<file path="config.mk">
export PLATFORM = sky130hd
export DESIGN_NAME = acc_ext_unit
export DESIGN_NICKNAME = d
export VERILOG_FILES = /design/src/rtl/acc_pkg.sv /design/src/rtl/acc_gate.sv /design/src/rtl/acc_alu.sv /design/src/rtl/acc_flags.sv /design/src/rtl/acc_ext_unit.sv
export SDC_FILE = /design/constraint.sdc
export NUM_CORES = 1
export LEC_CHECK = 0
export BUFFER_PORTS_ARGS = -buffer_cell sky130_fd_sc_hd__buf_2
export CAP_MARGIN = 10
export CELL_PAD_IN_SITES_DETAIL_PLACEMENT = 1
export CELL_PAD_IN_SITES_GLOBAL_PLACEMENT = 2
export CORE_MARGIN = 4
export CORE_UTILIZATION = 35
export CTS_BUF_LIST = sky130_fd_sc_hd__clkbuf_8
export DETAILED_ROUTE_END_ITERATION = 10
export PLACE_DENSITY_LB_ADDON = 0.1
export SKIP_CTS_REPAIR_TIMING = 1
export SLEW_MARGIN = 5
export SYNTH_ARGS = -nofsm -noshare
export SYNTH_HDL_FRONTEND = slang
export SYNTH_SLANG_ARGS = --single-unit
</file>
<file path="constraint.sdc">
create_clock -name clk -period 4.7 [get_ports clk]
set_input_delay 0.47 -clock clk [delete_from_list [all_inputs] [get_ports clk]]
set_output_delay 0.47 -clock clk [all_outputs]
set_load 0.01 [all_outputs]
</file>
<file path="src/rtl/acc_pkg.sv">
package acc_pkg;

    typedef enum logic [2:0] {
        SEL_AND = 3'd0,
        SEL_ADD = 3'd1,
        SEL_DR  = 3'd2,
        SEL_INP = 3'd3,
        SEL_COM = 3'd4,
        SEL_SHR = 3'd5,
        SEL_SHL = 3'd6
    } data_sel_e;

endpackage

</file>
<file path="src/rtl/acc_gate.sv">
module acc_gate
    import acc_pkg::*;
(
    input  logic      op_and,
    input  logic      op_add,
    input  logic      op_ldr,
    input  logic      op_inp,
    input  logic      op_cma,
    input  logic      op_cir,
    input  logic      op_cil,
    input  logic      op_inc,
    input  logic      op_cla,
    input  logic      op_cle,
    input  logic      op_cme,
    output logic      ld,
    output logic      inr,
    output logic      clr,
    output data_sel_e sel,
    output logic      e_clr,
    output logic      e_cpl
);

    always_comb begin
        ld    = op_and | op_add | op_ldr | op_inp | op_cma | op_cir | op_cil;
        inr   = op_inc;
        clr   = op_cla;
        e_clr = op_cle;
        e_cpl = op_cme;

        // fixed order among data selects when more than one is raised
        if (op_and)      sel = SEL_AND;
        else if (op_add) sel = SEL_ADD;
        else if (op_ldr) sel = SEL_DR;
        else if (op_inp) sel = SEL_INP;
        else if (op_cma) sel = SEL_COM;
        else if (op_cir) sel = SEL_SHR;
        else if (op_cil) sel = SEL_SHL;
        else             sel = SEL_AND;
    end

endmodule

</file>
<file path="src/rtl/acc_alu.sv">
module acc_alu
    import acc_pkg::*;
#(
    parameter int W    = 16,
    parameter int IN_W = 8
) (
    input  logic [W-1:0]    acc,
    input  logic            ext,
    input  logic [W-1:0]    dr,
    input  logic [IN_W-1:0] inp,
    input  data_sel_e       sel,
    output logic [W-1:0]    res,
    output logic            res_ext,
    output logic            res_ext_we
);

    logic [W:0] sum;

    always_comb begin
        sum        = {1'b0, acc} + {1'b0, dr};
        res        = acc;
        res_ext    = ext;
        res_ext_we = 1'b0;
        case (sel)
            SEL_AND: res = acc & dr;
            SEL_ADD: begin
                res        = sum[W-1:0];
                res_ext    = sum[W];
                res_ext_we = 1'b1;
            end
            SEL_DR:  res = dr;
            SEL_INP: res = {acc[W-1:IN_W], inp};
            SEL_COM: res = ~acc;
            SEL_SHR: begin
                res        = {ext, acc[W-1:1]};
                res_ext    = acc[0];
                res_ext_we = 1'b1;
            end
            SEL_SHL: begin
                res        = {acc[W-2:0], ext};
                res_ext    = acc[W-1];
                res_ext_we = 1'b1;
            end
            default: res = acc;
        endcase
    end

endmodule

</file>
<file path="src/rtl/acc_flags.sv">
module acc_flags #(
    parameter int W = 16
) (
    input  logic [W-1:0] acc,
    input  logic         ext,
    output logic         zero,
    output logic         neg,
    output logic         ezero
);

    always_comb begin
        zero  = ~|acc;
        neg   = acc[W-1];
        ezero = ~ext;
    end

endmodule

</file>
<file path="src/rtl/acc_ext_unit.sv">
module acc_ext_unit
    import acc_pkg::*;
#(
    parameter int W    = 16,
    parameter int IN_W = 8
) (
    input  logic            clk,
    input  logic            rst_n,
    input  logic            op_and,
    input  logic            op_add,
    input  logic            op_ldr,
    input  logic            op_inp,
    input  logic            op_cma,
    input  logic            op_cir,
    input  logic            op_cil,
    input  logic            op_inc,
    input  logic            op_cla,
    input  logic            op_cle,
    input  logic            op_cme,
    input  logic [W-1:0]    dr_i,
    input  logic [IN_W-1:0] inp_i,
    output logic [W-1:0]    acc_o,
    output logic            ext_o,
    output logic            acc_zero_o,
    output logic            acc_neg_o,
    output logic            ext_zero_o,
    output logic            ld_o,
    output logic            inr_o,
    output logic            clr_o
);

    typedef struct packed {
        logic [W-1:0] acc;
        logic         ext;
    } state_t;

    localparam logic [W-1:0] ONE = {{(W-1){1'b0}}, 1'b1};

    state_t    st_d, st_q;
    logic      ld, inr, clr, e_clr, e_cpl;
    data_sel_e sel;
    logic [W-1:0] alu_res;
    logic         alu_ext, alu_ext_we;
    logic         ext_by_alu;

    acc_gate u_gate (
        .op_and (op_and), .op_add (op_add), .op_ldr (op_ldr),
        .op_inp (op_inp), .op_cma (op_cma), .op_cir (op_cir),
        .op_cil (op_cil), .op_inc (op_inc), .op_cla (op_cla),
        .op_cle (op_cle), .op_cme (op_cme),
        .ld (ld), .inr (inr), .clr (clr), .sel (sel),
        .e_clr (e_clr), .e_cpl (e_cpl)
    );

    acc_alu #(.W(W), .IN_W(IN_W)) u_alu (
        .acc        (st_q.acc),
        .ext        (st_q.ext),
        .dr         (dr_i),
        .inp        (inp_i),
        .sel        (sel),
        .res        (alu_res),
        .res_ext    (alu_ext),
        .res_ext_we (alu_ext_we)
    );

    acc_flags #(.W(W)) u_flags (
        .acc   (st_q.acc),
        .ext   (st_q.ext),
        .zero  (acc_zero_o),
        .neg   (acc_neg_o),
        .ezero (ext_zero_o)
    );

    always_comb begin
        st_d       = st_q;
        ext_by_alu = ld & ~inr & ~clr & alu_ext_we;
        if (clr)      st_d.acc = '0;
        else if (inr) st_d.acc = st_q.acc + ONE;
        else if (ld)  st_d.acc = alu_res;

        if (ext_by_alu)  st_d.ext = alu_ext;
        else if (e_clr)  st_d.ext = 1'b0;
        else if (e_cpl)  st_d.ext = ~st_q.ext;
    end

    always_ff @(posedge clk or negedge rst_n) begin
        if (!rst_n) st_q <= '0;
        else        st_q <= st_d;
    end

    assign acc_o = st_q.acc;
    assign ext_o = st_q.ext;
    assign ld_o  = ld;
    assign inr_o = inr;
    assign clr_o = clr;

endmodule

</file>
==> results.env <==
OUTCOME='completed'
CTS.CLK_SLEW.WORST_PATHS_PS=90
POST-SYNTH-TOP-AREA-FRACTION_PCT=15.21
FINAL-MAX-SLEW-VIOLATION-COUNT=0
YOSYS-MUX-AREA-FRACTION_PCT=2.504
FINALWIRELENGTH_MM=11.70
SEQUENTIAL_POWER_SHARE_PCT=31.2
SYNTHXORXNORAREAFRAC_PCT=5.948
VIAS_PER_CELL=6.413
ANTENNA_FOUND_INITIAL=0
FINAL.PERIOD_UTILIZATION_PCT=63.30
CRIT_TYPE='reg2reg'
GR-TOTAL-OVERFLOW=0
CLOCK_INSERTION_DELAY_WORST_SKEW_PS=270
DIE_H_UM=97.41
GRT_FIRST_PASS_WIRELENGTH_MM=18.89
DRTITER0DRC=192
TOTALNEGATIVESETUPSLACK_PS=0
CRITPATHCAPTURETYPE='register'
DETAILEDROUTE.FIRSTPASSITERATIONCOUNT=5
P_LEAK_nW=1.336
DIE_AREA_UM2=9488
FILLER_CELL_COUNT=1014
FIN_HOLD_WS_PS=158.4
CRITICAL-PATH-TOP-CELL-BY-COUNT='a211oi_1'
SHARE_OF_POWER_BURNED_IN_COMBINATIONAL_LOGIC_PCT=50.1
PERIOD_MINUS_SLACK_PS=2975
SYNTH.LARGEST_AREA_CELL='dfrtp_1'
SYNTH_COMPOUND_GATE_AREA_SHARE_PCT=39.09
DETAIL-ROUTE-ANTENNA-NETS=0
CLOCK_PATH_BUFFERS=2
SYNTH_TOP_FAMILY_BY_AREA='compound AO/OA/AOI/OAI gates'
CRITICAL_PATH.MAX_STAGE_DELAY_PS=540
ROUTE.DETAILED.DRC=0
TOTAL_ROUTING_RESOURCE_UTILIZATION_AFTER_GLOBAL_ROUTING_PCT=24.39
LAYOUT-DRIVE-GT1-SHARE_PCT=17.76
TOTAL_POWER_mW=0.7054
POWER_SWITCHING_SHARE_PCT=47.08
FIN_UTIL_PCT=40.85
MAX_CAP_VIOLATIONS=0
GRT_PASS1_VIAS=3410
CP.REQUIRED_PS=4840
LAYOUT-AREA-OVERHEAD-VS-SYNTH_PCT=13.42
MAX_CLOCK_FREQ_MHz=336.1
ARRIVAL_PS=3120
PLACE.DETAILED.HPWL_MM=8.744
DESIGN.PORTCOUNT=60
CLOCK-SINKS=17
NUMPLACEDINSTANCES=509
CP_SLOWEST_CELL='o2111ai_1'
HOLD_VIOLATIONS=0
SYNTH_EDF_COUNT=0
PLACEMENT_ROWS=32
TIMING.CRITICAL_PATH.FROM_TYPE='register'
POSTSYNTHREGISTERBITS=17
DIE_EXTENT_IN_X_UM=97.41
AVGSYNTHCELLAREA_UM2=7.441
VIA_COUNT=3290
YS.FLOP_TYPE='dfrtp_1'
SLEW_HEADROOM_PCT=29.49
HOLD_PATH_CLASS='in2async'
NET-SWITCHING-POWER_mW=0.3321
FINAL_NET_COUNT=468
TIMING.CLOCK.SKEW_PS=1.867
INSTANCES_NO_FILL=513
GP_CONGESTION=0.8761
CTS_MAX_LEVEL=1
CTS_BUF_COUNT=3
VDD_DROP_MAX_V=0.0001005
INITIAL_CORE_UTIL_PCT=36.02
CLOCK-ROOT-BUFFER='clkbuf_8'
TIGHTESTPINTRANSITION_PS=1049
TIMING.CRITICAL_PATH.CELLS='ha_1, fa_1, a211oi_1, o21ai_0, o2111ai_1, a2111oi_0, a211oi_1, o31ai_1'
SYNTH_SIMPLE_GATE_AREA_SHARE_PCT=22.00
INTERNAL-POWER_mW=0.3733
SYNTHTOPCELLSBYAREA='dfrtp_1 15%, ha_1 8.1%, a21oi_1 4.5%'
SYNTH-ADDER-AREA-SHARE_PCT=8.766
TOTAL_CORE_AREA_UM2=7767
SYNTHESIS.YOSYS.WARNINGS=0
ANTENNA_CELLS_INSERTED=0
CRITICAL_PATH.MAX_FANOUT=12
SYNTHARSTFLOPSHARE_PCT=100.0
PIN_COUNT_OF_THE_BIGGEST_NET_ENTERING_GLOBAL_ROUTING=37
SYNTH.LIB_CELLS_USED.DISTINCT=61
P_PER_CELL_AREA_nW_PER_UM2=222.3
MAPPED_CELL_AREA_UM2=2798
SYN-INSTANCE-COUNT=376
MAPPEDNETLISTNETS=432
DETAIL_ROUTE.WL_PER_CELL_UM=22.81
BUFFER_PORTS.INSERTED=59
YOSYSSEQAREASHARE_PCT=15.21
SETUP_VIOL=0
UNREPAIRED_SETUP_ENDPOINTS_AFTER_GLOBAL_ROUTING='false'
CLOCK_POWER_SHARE_PCT=18.8
CTS_TREE='yes'
## cell usage in the layout (no fill, tap or decap), types with 6 or more instances in the layout
cell type and instances:
a211oi_1 7, a21o_1 13, a21oi_1 25, a221o_1 11, a221oi_1 7, a22oi_1 14, and3_1 7, buf_2 59
dfrtp_1 17, ha_1 18, inv_1 13, mux2i_1 7, nand2_1 33, nand3_1 7, nor2_1 21, nor3_1 6
nor4_1 7, o211ai_1 6, o21ai_0 24, xnor2_1 12, xor2_1 7
## cell families (layout without fill, tap and decap cells)
group,count (synthesis),in the layout
buffers and inverters,45,80
DFF,17,17
adders and majority gates,19,19
AOI/OAI and AO/OA,150,150
xor gates and xnor gates,19,19
and+or+nand+nor,119,119
muxes,7,7
## state kept, by name, summed over array words and instances (netlist names)
| register | count |
|---|---|
| ext_o | 1 |
| acc_o | 16 |
## synth_stat cells, types with 3 or more instances
master,count
nand3_1,7
nand2b_1,4
xnor2_1,12
mux2i_1,7
a22o_1,5
a31oi_1,3
a211oi_1,7
a21o_1,13
nand4_1,5
or3_1,4
o221ai_1,3
and2_1,3
a21oi_1,25
a22oi_1,14
a2111oi_0,3
ha_1,18
nor3_1,6
or4_1,4
nor4_1,9
o2bb2ai_1,3
buf_4,3
o211ai_1,6
and3_1,7
nor3b_1,3
a221o_1,11
a221oi_1,7
nand2_1,33
o22ai_1,3
clkbuf_1,24
buf_1,3
o21ai_0,24
dfrtp_1,17
nor2_1,21
a311oi_1,3
xor2_1,7
a21boi_0,3
inv_1,13
nor2b_1,5
## worst max-delay path: cells and delay by family, from the launching register on
kind / cells / cell delay, ps
fa+ha+maj: 2 / 730
flops: 1 / 530
compound gates: 6 / 1580
## layer usage
layer	part of all wire (%)	GRT usage [%]	vias up
li1	-	-	1536
met1	47	34.66	1646
met2	46	39.01	97
met3	5.7	4.092	11
met4	0.99	4.686	0
met5	0	0	-
## power groups by stage
stage	Combinational (mW)	Sequential [mW]	Clock [mW]
floorplan	0.261	0.190	0
global placement	0.345	0.221	0
detailed placement	0.349	0.222	0
CTS	0.352	0.219	0.131
global route	0.390	0.226	0.138
finish	0.353	0.220	0.132
## area by class of cell
cell class                 instances  area, um2  area share [%]
tap                              102      127.6           4.022
clock buffer                       3      41.29           1.301
clock inverter                     1      5.005          0.1577
timing repair buffer              62      317.8           10.02
sequential                        17      425.4           13.41
multi-input combinational        314       2203           69.44
inverter                          14      52.55           1.656
## final timing paths
kind,start,end,slack (ps),cells after the start
setup / recovery,acc_o[0],acc_o[14],1720,8
min in group clk,op_cle,ext_o,480,3
max in group asynchronous,rst_n,acc_o[6],4190,1
setup reg to reg,acc_o[0],acc_o[14],1720,8
hold / removal,rst_n,acc_o[2],160,1
hold reg to reg,acc_o[5],acc_o[5],690,2
## stage by stage
step,setup slack [ps],area [um2]
after floorplan,2298,2798
after global placement,1858,3127
after detailed placement,1777,3127
after CTS,1762,3173
after global routing,1433,3173
final,1725,3173
(Power assumes the default switching activity.)
